==> config.mk <==
export PLATFORM = sky130hd
export DESIGN_NAME = gp_timer_bank
export DESIGN_NICKNAME = d
export VERILOG_FILES = /design/src/rtl/gpt_pkg.sv /design/src/rtl/gpt_channel.sv /design/src/rtl/gpt_irq.sv /design/src/rtl/gp_timer_bank.sv
export SDC_FILE = /design/constraint.sdc
export NUM_CORES = 2
export LEC_CHECK = 0
export BUFFER_PORTS_ARGS = -buffer_cell sky130_fd_sc_hd__clkbuf_2
export CORE_ASPECT_RATIO = 1.75
export CORE_UTILIZATION = 40
export DETAILED_ROUTE_END_ITERATION = 8
export SKIP_CTS_REPAIR_TIMING = 1
export SLEW_MARGIN = 20
export SYNTH_ARGS = -nofsm -noshare
export SYNTH_HDL_FRONTEND = slang
export SYNTH_SLANG_ARGS = --single-unit
==> constraint.sdc <==
create_clock -name clk_i -period 9.3 [get_ports clk_i]
set_clock_uncertainty 0.05 [all_clocks]
set_input_delay 1.395 -clock clk_i [delete_from_list [all_inputs] [get_ports clk_i]]
set_output_delay 1.395 -clock clk_i [all_outputs]
set_load 0.05 [all_outputs]
==> src/rtl/gpt_pkg.sv <==
package gpt_pkg;
  typedef enum logic [1:0] {
    M_ONCE = 2'd0,
    M_REP  = 2'd1,
    M_RSVD = 2'd2,
    M_FREE = 2'd3
  } mode_e;

  // word index inside a 16-byte slot
  localparam logic [1:0] W_CTRL = 2'd0;
  localparam logic [1:0] W_SRC  = 2'd1;
  localparam logic [1:0] W_CNT  = 2'd2;
  localparam logic [1:0] W_CMP  = 2'd3;
  localparam logic [1:0] W_MASK = 2'd0;
  localparam logic [1:0] W_PEND = 2'd2;
endpackage

==> src/rtl/gpt_channel.sv <==
module gpt_channel
  import gpt_pkg::*;
#(
  parameter int CNT_W = 32
) (
  input  logic             clk_i,
  input  logic             rst_ni,
  input  logic             fast_tick_i,
  input  logic             slow_tick_i,
  input  logic             ctrl_we_i,
  input  logic             src_we_i,
  input  logic             cnt_we_i,
  input  logic             cmp_we_i,
  input  logic [CNT_W-1:0] wdata_i,
  output logic [31:0]      ctrl_o,
  output logic [31:0]      src_o,
  output logic [CNT_W-1:0] cnt_o,
  output logic [CNT_W-1:0] cmp_o,
  output logic             hit_o
);
  logic             en_q, slow_q, div2_q, phase_q;
  mode_e            mode_q;
  logic [CNT_W-1:0] cnt_q, cmp_q, nxt;
  logic             src_tick, cnt_tick, clr, reload;

  logic unused_bits;
  assign unused_bits = ^{wdata_i[CNT_W-1:6], wdata_i[3:2]};

  assign src_tick = slow_q ? slow_tick_i : fast_tick_i;
  assign cnt_tick = en_q && src_tick && (!div2_q || phase_q);
  assign clr      = ctrl_we_i && wdata_i[1];
  assign reload   = (mode_q == M_REP) && (cnt_q == cmp_q);
  assign nxt      = reload ? '0 : cnt_q + 1'b1;
  assign hit_o    = cnt_tick && !ctrl_we_i && !cnt_we_i &&
                    (mode_q != M_FREE) && (nxt == cmp_q);

  always_ff @(posedge clk_i or negedge rst_ni) begin
    if (!rst_ni) begin
      en_q    <= 1'b0;
      mode_q  <= M_ONCE;
      slow_q  <= 1'b0;
      div2_q  <= 1'b0;
      phase_q <= 1'b0;
      cnt_q   <= '0;
      cmp_q   <= '0;
    end else begin
      if (ctrl_we_i) begin
        en_q   <= wdata_i[0];
        mode_q <= mode_e'(wdata_i[5:4]);
      end else if (hit_o && mode_q != M_REP) begin
        en_q <= 1'b0;
      end
      if (src_we_i) begin
        slow_q <= wdata_i[4];
        div2_q <= wdata_i[0];
      end
      if (cmp_we_i) cmp_q <= wdata_i;
      if (clr)                                 phase_q <= 1'b0;
      else if (en_q && src_tick && div2_q)     phase_q <= ~phase_q;
      if (clr)           cnt_q <= '0;
      else if (cnt_we_i) cnt_q <= wdata_i;
      else if (cnt_tick) cnt_q <= nxt;
    end
  end

  assign ctrl_o = {26'b0, mode_q, 2'b0, 1'b0, en_q};
  assign src_o  = {27'b0, slow_q, 3'b0, div2_q};
  assign cnt_o  = cnt_q;
  assign cmp_o  = cmp_q;

  assert_clear_zero_R3: assert property (@(posedge clk_i) disable iff (!rst_ni)
    clr |=> cnt_q == '0);
  assert_once_stops_R5: assert property (@(posedge clk_i) disable iff (!rst_ni)
    (hit_o && mode_q != M_REP && !ctrl_we_i) |=> !en_q);
  assert_rep_reload_R6: assert property (@(posedge clk_i) disable iff (!rst_ni)
    (cnt_tick && mode_q == M_REP && cnt_q == cmp_q && !ctrl_we_i && !cnt_we_i)
      |=> cnt_q == '0);
  assert_halt_holds_R8: assert property (@(posedge clk_i) disable iff (!rst_ni)
    (!en_q && !ctrl_we_i && !cnt_we_i) |=> $stable(cnt_q));
endmodule

==> src/rtl/gpt_irq.sv <==
module gpt_irq #(
  parameter int NUM_CH = 6
) (
  input  logic              clk_i,
  input  logic              rst_ni,
  input  logic              mask_we_i,
  input  logic              ack_we_i,
  input  logic [NUM_CH-1:0] wdata_i,
  input  logic [NUM_CH-1:0] hit_i,
  output logic [NUM_CH-1:0] mask_o,
  output logic [NUM_CH-1:0] pend_o,
  output logic              irq_o
);
  logic [NUM_CH-1:0] mask_q, pend_q, ack;

  assign ack = ack_we_i ? wdata_i : '0;

  always_ff @(posedge clk_i or negedge rst_ni) begin
    if (!rst_ni) begin
      mask_q <= '0;
      pend_q <= '0;
    end else begin
      if (mask_we_i) mask_q <= wdata_i;
      pend_q <= (pend_q & ~ack) | hit_i;  // set beats clear
    end
  end

  assign mask_o = mask_q;
  assign pend_o = pend_q;
  assign irq_o  = |(pend_q & mask_q);

  assert_set_wins_R10: assert property (@(posedge clk_i) disable iff (!rst_ni)
    (hit_i != '0) |=> (pend_q & $past(hit_i)) == $past(hit_i));
  assert_ack_clears_R10: assert property (@(posedge clk_i) disable iff (!rst_ni)
    (ack_we_i && (wdata_i & ~hit_i) != '0) |=> (pend_q & $past(wdata_i & ~hit_i)) == '0);
endmodule

==> src/rtl/gp_timer_bank.sv <==
module gp_timer_bank
  import gpt_pkg::*;
#(
  parameter int NUM_CH = 6,
  parameter int CNT_W  = 32,
  parameter int ADDR_W = 8
) (
  input  logic              clk_i,
  input  logic              rst_ni,
  input  logic              fast_tick_i,
  input  logic              slow_tick_i,
  input  logic              req_i,
  input  logic              we_i,
  input  logic [ADDR_W-1:0] addr_i,
  input  logic [31:0]       wdata_i,
  output logic [31:0]       rdata_o,
  output logic              irq_o
);
  localparam int SLOT_W = ADDR_W - 4;

  logic [SLOT_W-1:0] slot;
  logic [1:0]        word;
  logic              wr;
  logic [NUM_CH-1:0] hit, mask, pend;
  logic [31:0]       ch_ctrl [NUM_CH];
  logic [31:0]       ch_src  [NUM_CH];
  logic [CNT_W-1:0]  ch_cnt  [NUM_CH];
  logic [CNT_W-1:0]  ch_cmp  [NUM_CH];
  logic [31:0]       rd_mux;

  assign slot = addr_i[ADDR_W-1:4];
  assign word = addr_i[3:2];
  assign wr   = req_i && we_i;

  logic unused_addr;
  assign unused_addr = ^addr_i[1:0];

  generate
    if (CNT_W < 32) begin : g_sink
      logic unused_wdata;
      assign unused_wdata = ^wdata_i[31:CNT_W];
    end
    for (genvar i = 0; i < NUM_CH; i++) begin : g_ch
      logic sel;
      assign sel = wr && (slot == SLOT_W'(i + 1));
      gpt_channel #(.CNT_W(CNT_W)) i_ch (
        .clk_i      (clk_i),
        .rst_ni     (rst_ni),
        .fast_tick_i(fast_tick_i),
        .slow_tick_i(slow_tick_i),
        .ctrl_we_i  (sel && word == W_CTRL),
        .src_we_i   (sel && word == W_SRC),
        .cnt_we_i   (sel && word == W_CNT),
        .cmp_we_i   (sel && word == W_CMP),
        .wdata_i    (wdata_i[CNT_W-1:0]),
        .ctrl_o     (ch_ctrl[i]),
        .src_o      (ch_src[i]),
        .cnt_o      (ch_cnt[i]),
        .cmp_o      (ch_cmp[i]),
        .hit_o      (hit[i])
      );
    end
  endgenerate

  gpt_irq #(.NUM_CH(NUM_CH)) i_irq (
    .clk_i    (clk_i),
    .rst_ni   (rst_ni),
    .mask_we_i(wr && slot == '0 && word == W_MASK),
    .ack_we_i (wr && slot == '0 && word == W_PEND),
    .wdata_i  (wdata_i[NUM_CH-1:0]),
    .hit_i    (hit),
    .mask_o   (mask),
    .pend_o   (pend),
    .irq_o    (irq_o)
  );

  always_comb begin
    rd_mux = '0;
    if (slot == '0) begin
      if (word == W_MASK)      rd_mux = 32'(mask);
      else if (word == W_PEND) rd_mux = 32'(pend);
    end
    for (int i = 0; i < NUM_CH; i++) begin
      if (slot == SLOT_W'(i + 1)) begin
        case (word)
          W_CTRL:  rd_mux = ch_ctrl[i];
          W_SRC:   rd_mux = ch_src[i];
          W_CNT:   rd_mux = 32'(ch_cnt[i]);
          default: rd_mux = 32'(ch_cmp[i]);
        endcase
      end
    end
  end

  always_ff @(posedge clk_i or negedge rst_ni) begin
    if (!rst_ni)             rdata_o <= '0;
    else if (req_i && !we_i) rdata_o <= rd_mux;
    else                     rdata_o <= '0;
  end

  assert_irq_low_in_reset_R1: assert property (@(posedge clk_i) disable iff (!rst_ni)
    $past(!rst_ni) |-> !irq_o);
endmodule

==> summary.txt <==
Floorplan
  • I/O pin total: 79
  • Area of the core: 0.08696 mm^2
  • Effective utilization at floorplan: between 40% and 50%
  • Total Die Area: 0.08934 mm^2
  • Floorplan die height: 394.6 um
  • Overall die width: about 230 um
  • Std cell rows: 143

Hold path
  • Hold/Removal Path Class: register to register
  • Worst hold start: i_irq.pend_o[1]
  • Number of cells traversed by the worst hold path: 2
  • Worst Hold Endpoint: i_irq.pend_o[1]

Synth
  • Proportion of synthesized area in mux cells: 11.94%
  • Library cells used by synthesis: 92
  • Summed instance area of the synthesized netlist: approximately 0.035 mm^2
  • Most frequently used flop master after synthesis: sky130_fd_sc_hd__dfrtp_1
  • Syn Inst Count: 4,137
  • Mean post-synth cell area: 8.518 um^2
  • Dominant cell by count in the synthesized netlist: sky130_fd_sc_hd__dfrtp_1
  • Synth Area in XOR/XNOR: a little under a tenth
  • Complex-gate fraction of the synthesized area: 18.51%
  • Post-synth EDFFs: 0
  • Post-synthesis net count: approximately 4,200
  • Register area share after synthesis: between 30% and 40%
  • Ys Warns: 0
  • Post-Synth Simple-Gate Area: 21.96%
  • Post-synthesis adder-cell area fraction: less than 1%
  • Combinational family with the most area after synthesis: simple AND/OR/NAND/NOR gates
  • Area leader, netlist: sky130_fd_sc_hd__dfrtp_1
  • Ranking of synthesized cells by instance count: sky130_fd_sc_hd__dfrtp_1 (464), sky130_fd_sc_hd__nor2_1 (373), sky130_fd_sc_hd__clkbuf_1 (336)
  • Flop and latch count out of synthesis: 464
  • Ys async rst share: 100.0%
  • Area share of the largest cell type after synthesis: 32.95%
  • Cell types occupying the most area after synthesis: sky130_fd_sc_hd__dfrtp_1 (33%), sky130_fd_sc_hd__mux2_2 (7.9%), sky130_fd_sc_hd__xor2_1 (4.6%)

Critical path
  • Peak fanout along the critical path: 18
  • Critical path capture point type: register
  • Worst path arrival time: around 5.5 ns
  • End of the worst register-to-register path: i_irq.pend_o[3]
  • Startpoint class of the critical path: register
  • Logic depth of the worst register-to-register path: 10
  • Internal reg-to-reg setup slack: 4.35 ns
  • Reg-to-reg startpoint: g_ch[3].i_ch.cnt_o[0]
  • Required time worst endpoint: 9.85 ns
  • Worst setup path class: register to register

Drt
  • Number of vias after detailed routing: roughly 34,000
  • Number of vias per cell: 6.728
  • Wire length per cell: 32.65 um
  • Post-route DRC: 0
  • Initial DRT Pass Iterations: 6
  • Remaining number of nets flagged by the antenna check after routing: 0
  • Total detailed-routing wirelength: 167,400 um
  • DR iter-0 viols: roughly 3,900

Power and ir drop
  • Power density over the cells: between 200 and 250 mW/mm^2
  • Total power consumption of the routed design: 0.007669 W
  • Peak ir drop on the vdd network: 0.1438 mV
  • Leakage component of the power: 15.15 nW

GRT
  • Initial antenna violation count: 7
  • Largest net degree at the start of global routing: roughly 130
  • Gr usage total: 37.35%
  • Remaining Overflow, GRT: 0
  • Wire length of the first global-routing pass: around 240,000 um
  • Vias in the first global route: 33,620

Timing
  • Maximum frequency from static timing analysis: 0.2019 GHz
  • Number of endpoints with negative hold slack in the final report: 0
  • Least-Margin Pin Slew: 1.225 ns
  • Sum of negative setup slack: 0 ns
  • Total count of max-transition violations in the final report: 0
  • Unrepaired setup endpoints after global routing: no
  • Slew headroom: between 10% and 20%
  • Setup Viol. Count Final: 0
  • Tightest hold margin: 0.4698 ns
  • Period minus WS final: about 5.0 ns
  • Fin crit share: 53.25%

Clocking
  • Root Driver: sky130_fd_sc_hd__clkbuf_16
  • CTS tree: built
  • Maximum number of buffers from clock root to sink: 3
  • Clock slew at the register clock pins of the worst setup and hold paths: 0.07 ns
  • Clock Latency Late Sink: 0.66 ns
  • Cts bufs inserted: 49
  • Htree depth: 2
  • Clk sinks: 464

Placed design
  • Port Buffer Count: 76
  • Hpwl dp: 120,800 um
  • Routability-driven placement congestion ratio: 1.056

Run status
  • Result of the run: finished, final reports clean

Layout
  • Fraction of layout cells with a size suffix above 1: between 10% and 20%
  • Final nets: 3,977
  • Area added between synthesis and finish: 7.609%
  • Final core area utilization: 43.61%
  • Final-layout fill cell count: roughly 8,800

Job
  • Max-cap check violation count: 0
[where the power goes]
part / switching [W] / internal [W]
Sequential: 0.000790 / 0.00231
Clock: 0.000971 / 0.00120
Combinational: 0.00141 / 0.000993
[placed cells by master (no fill, tap or decap), drive strengths merged, types with 36 or more instances in the layout]
cell,netlist,final
a221oi,62,62
o211ai,39,39
or3,46,46
a22oi,84,84
and3,39,39
nand2,264,264
xor2,184,184
nor4,118,118
buf,69,69
mux2i,114,114
and4,36,36
clkbuf,338,139
dfrtp,464,464
a211oi,52,52
mux2,248,248
nand2b,37,37
nand3,143,143
o22ai,76,76
nor2b,37,37
nor3,150,150
nand4,113,113
nor2,373,373
o21ai,294,294
a21oi,124,124
inv,42,48
o311ai,39,39
xnor2,176,176
[cell type report]
class	instances	area [um^2]	area share, %
diodes	2	5.005	0.01320
clock buffers	64	1414	3.729
clock inverters	26	304.0	0.8018
inverters	42	157.7	0.4157
multi-input cells	3224	21950	57.87
flip-flops and latches	464	11610	30.62
well taps	1160	1451	3.827
repair buffers	144	1031	2.719
[critical path: stages, from the launching register on]
cell,delay [ns]
sky130_fd_sc_hd__dfrtp_1,0.51
sky130_fd_sc_hd__or2_2,0.37
sky130_fd_sc_hd__a2111o_1,0.38
sky130_fd_sc_hd__nor4_1,0.52
sky130_fd_sc_hd__and3_1,0.60
sky130_fd_sc_hd__buf_4,0.37
sky130_fd_sc_hd__a21oi_1,0.08
sky130_fd_sc_hd__o32ai_1,0.82
sky130_fd_sc_hd__nand4_1,0.18
sky130_fd_sc_hd__a211oi_1,0.86
sky130_fd_sc_hd__a21o_1,0.14
[metal layers]
layer	global-route usage, %	wire length (um)	up-vias
met4	32.50	17790	6
li1	-	-	14930
met1	41.76	58380	17120
met2	61.22	79110	1798
met5	0	39	-
met3	5.986	12040	638
[how the worst max path moves through the flow]
stage                                     start                     end  slack [ns]  cells past startpoint
after floorplan                       addr_i[5]  g_ch[3].i_ch.cmp_o[10]        5.59                      6
after global placement                addr_i[2]  g_ch[0].i_ch.cnt_o[15]        4.29                      8
after detailed placement              addr_i[2]  g_ch[0].i_ch.cnt_o[10]        4.30                      7
after CTS                 g_ch[3].i_ch.cnt_o[0]         i_irq.pend_o[3]        4.61                     10
after global routing      g_ch[3].i_ch.cnt_o[0]         i_irq.pend_o[3]        4.40                     10
final                     g_ch[3].i_ch.cnt_o[0]         i_irq.pend_o[3]        4.35                     10
[kinds of logic after synthesis]
logic type / after synthesis
muxes: 374
DFF: 464
and+or+nand+nor: 1499
xor gates and xnor gates: 367
AOI/OAI and AO/OA: 978
adders and majority gates: 6
buffers and inverters: 449
[flip-flops by register name, indices dropped and copies added, names as in the netlist]
name and flops:
g_ch.i_ch.cnt_o 192, g_ch.i_ch.en_q 6, i_irq.mask_o 6, i_irq.pend_o 6
g_ch.i_ch.phase_q 6, g_ch.i_ch.mode_q 12, g_ch.i_ch.slow_q 6, g_ch.i_ch.div2_q 6
rdata_o 32, g_ch.i_ch.cmp_o 192
[per-stage QoR]
| stage | std cells | setup WS (ns) | cell area, um^2 |
|---|---|---|---|
| 6_report | 5126 | 4.348 | 37920 |
| 5_1_grt | 5124 | 4.397 | 37920 |
| 4_1_cts | 5119 | 4.608 | 37790 |
| 3_5_place_dp | 5029 | 4.304 | 36070 |
| 3_3_place_gp | 5029 | 4.292 | 36060 |
| 2_1_floorplan | 4137 | 5.588 | 35240 |
No activity file was read; power rests on OpenSTA's default activity.
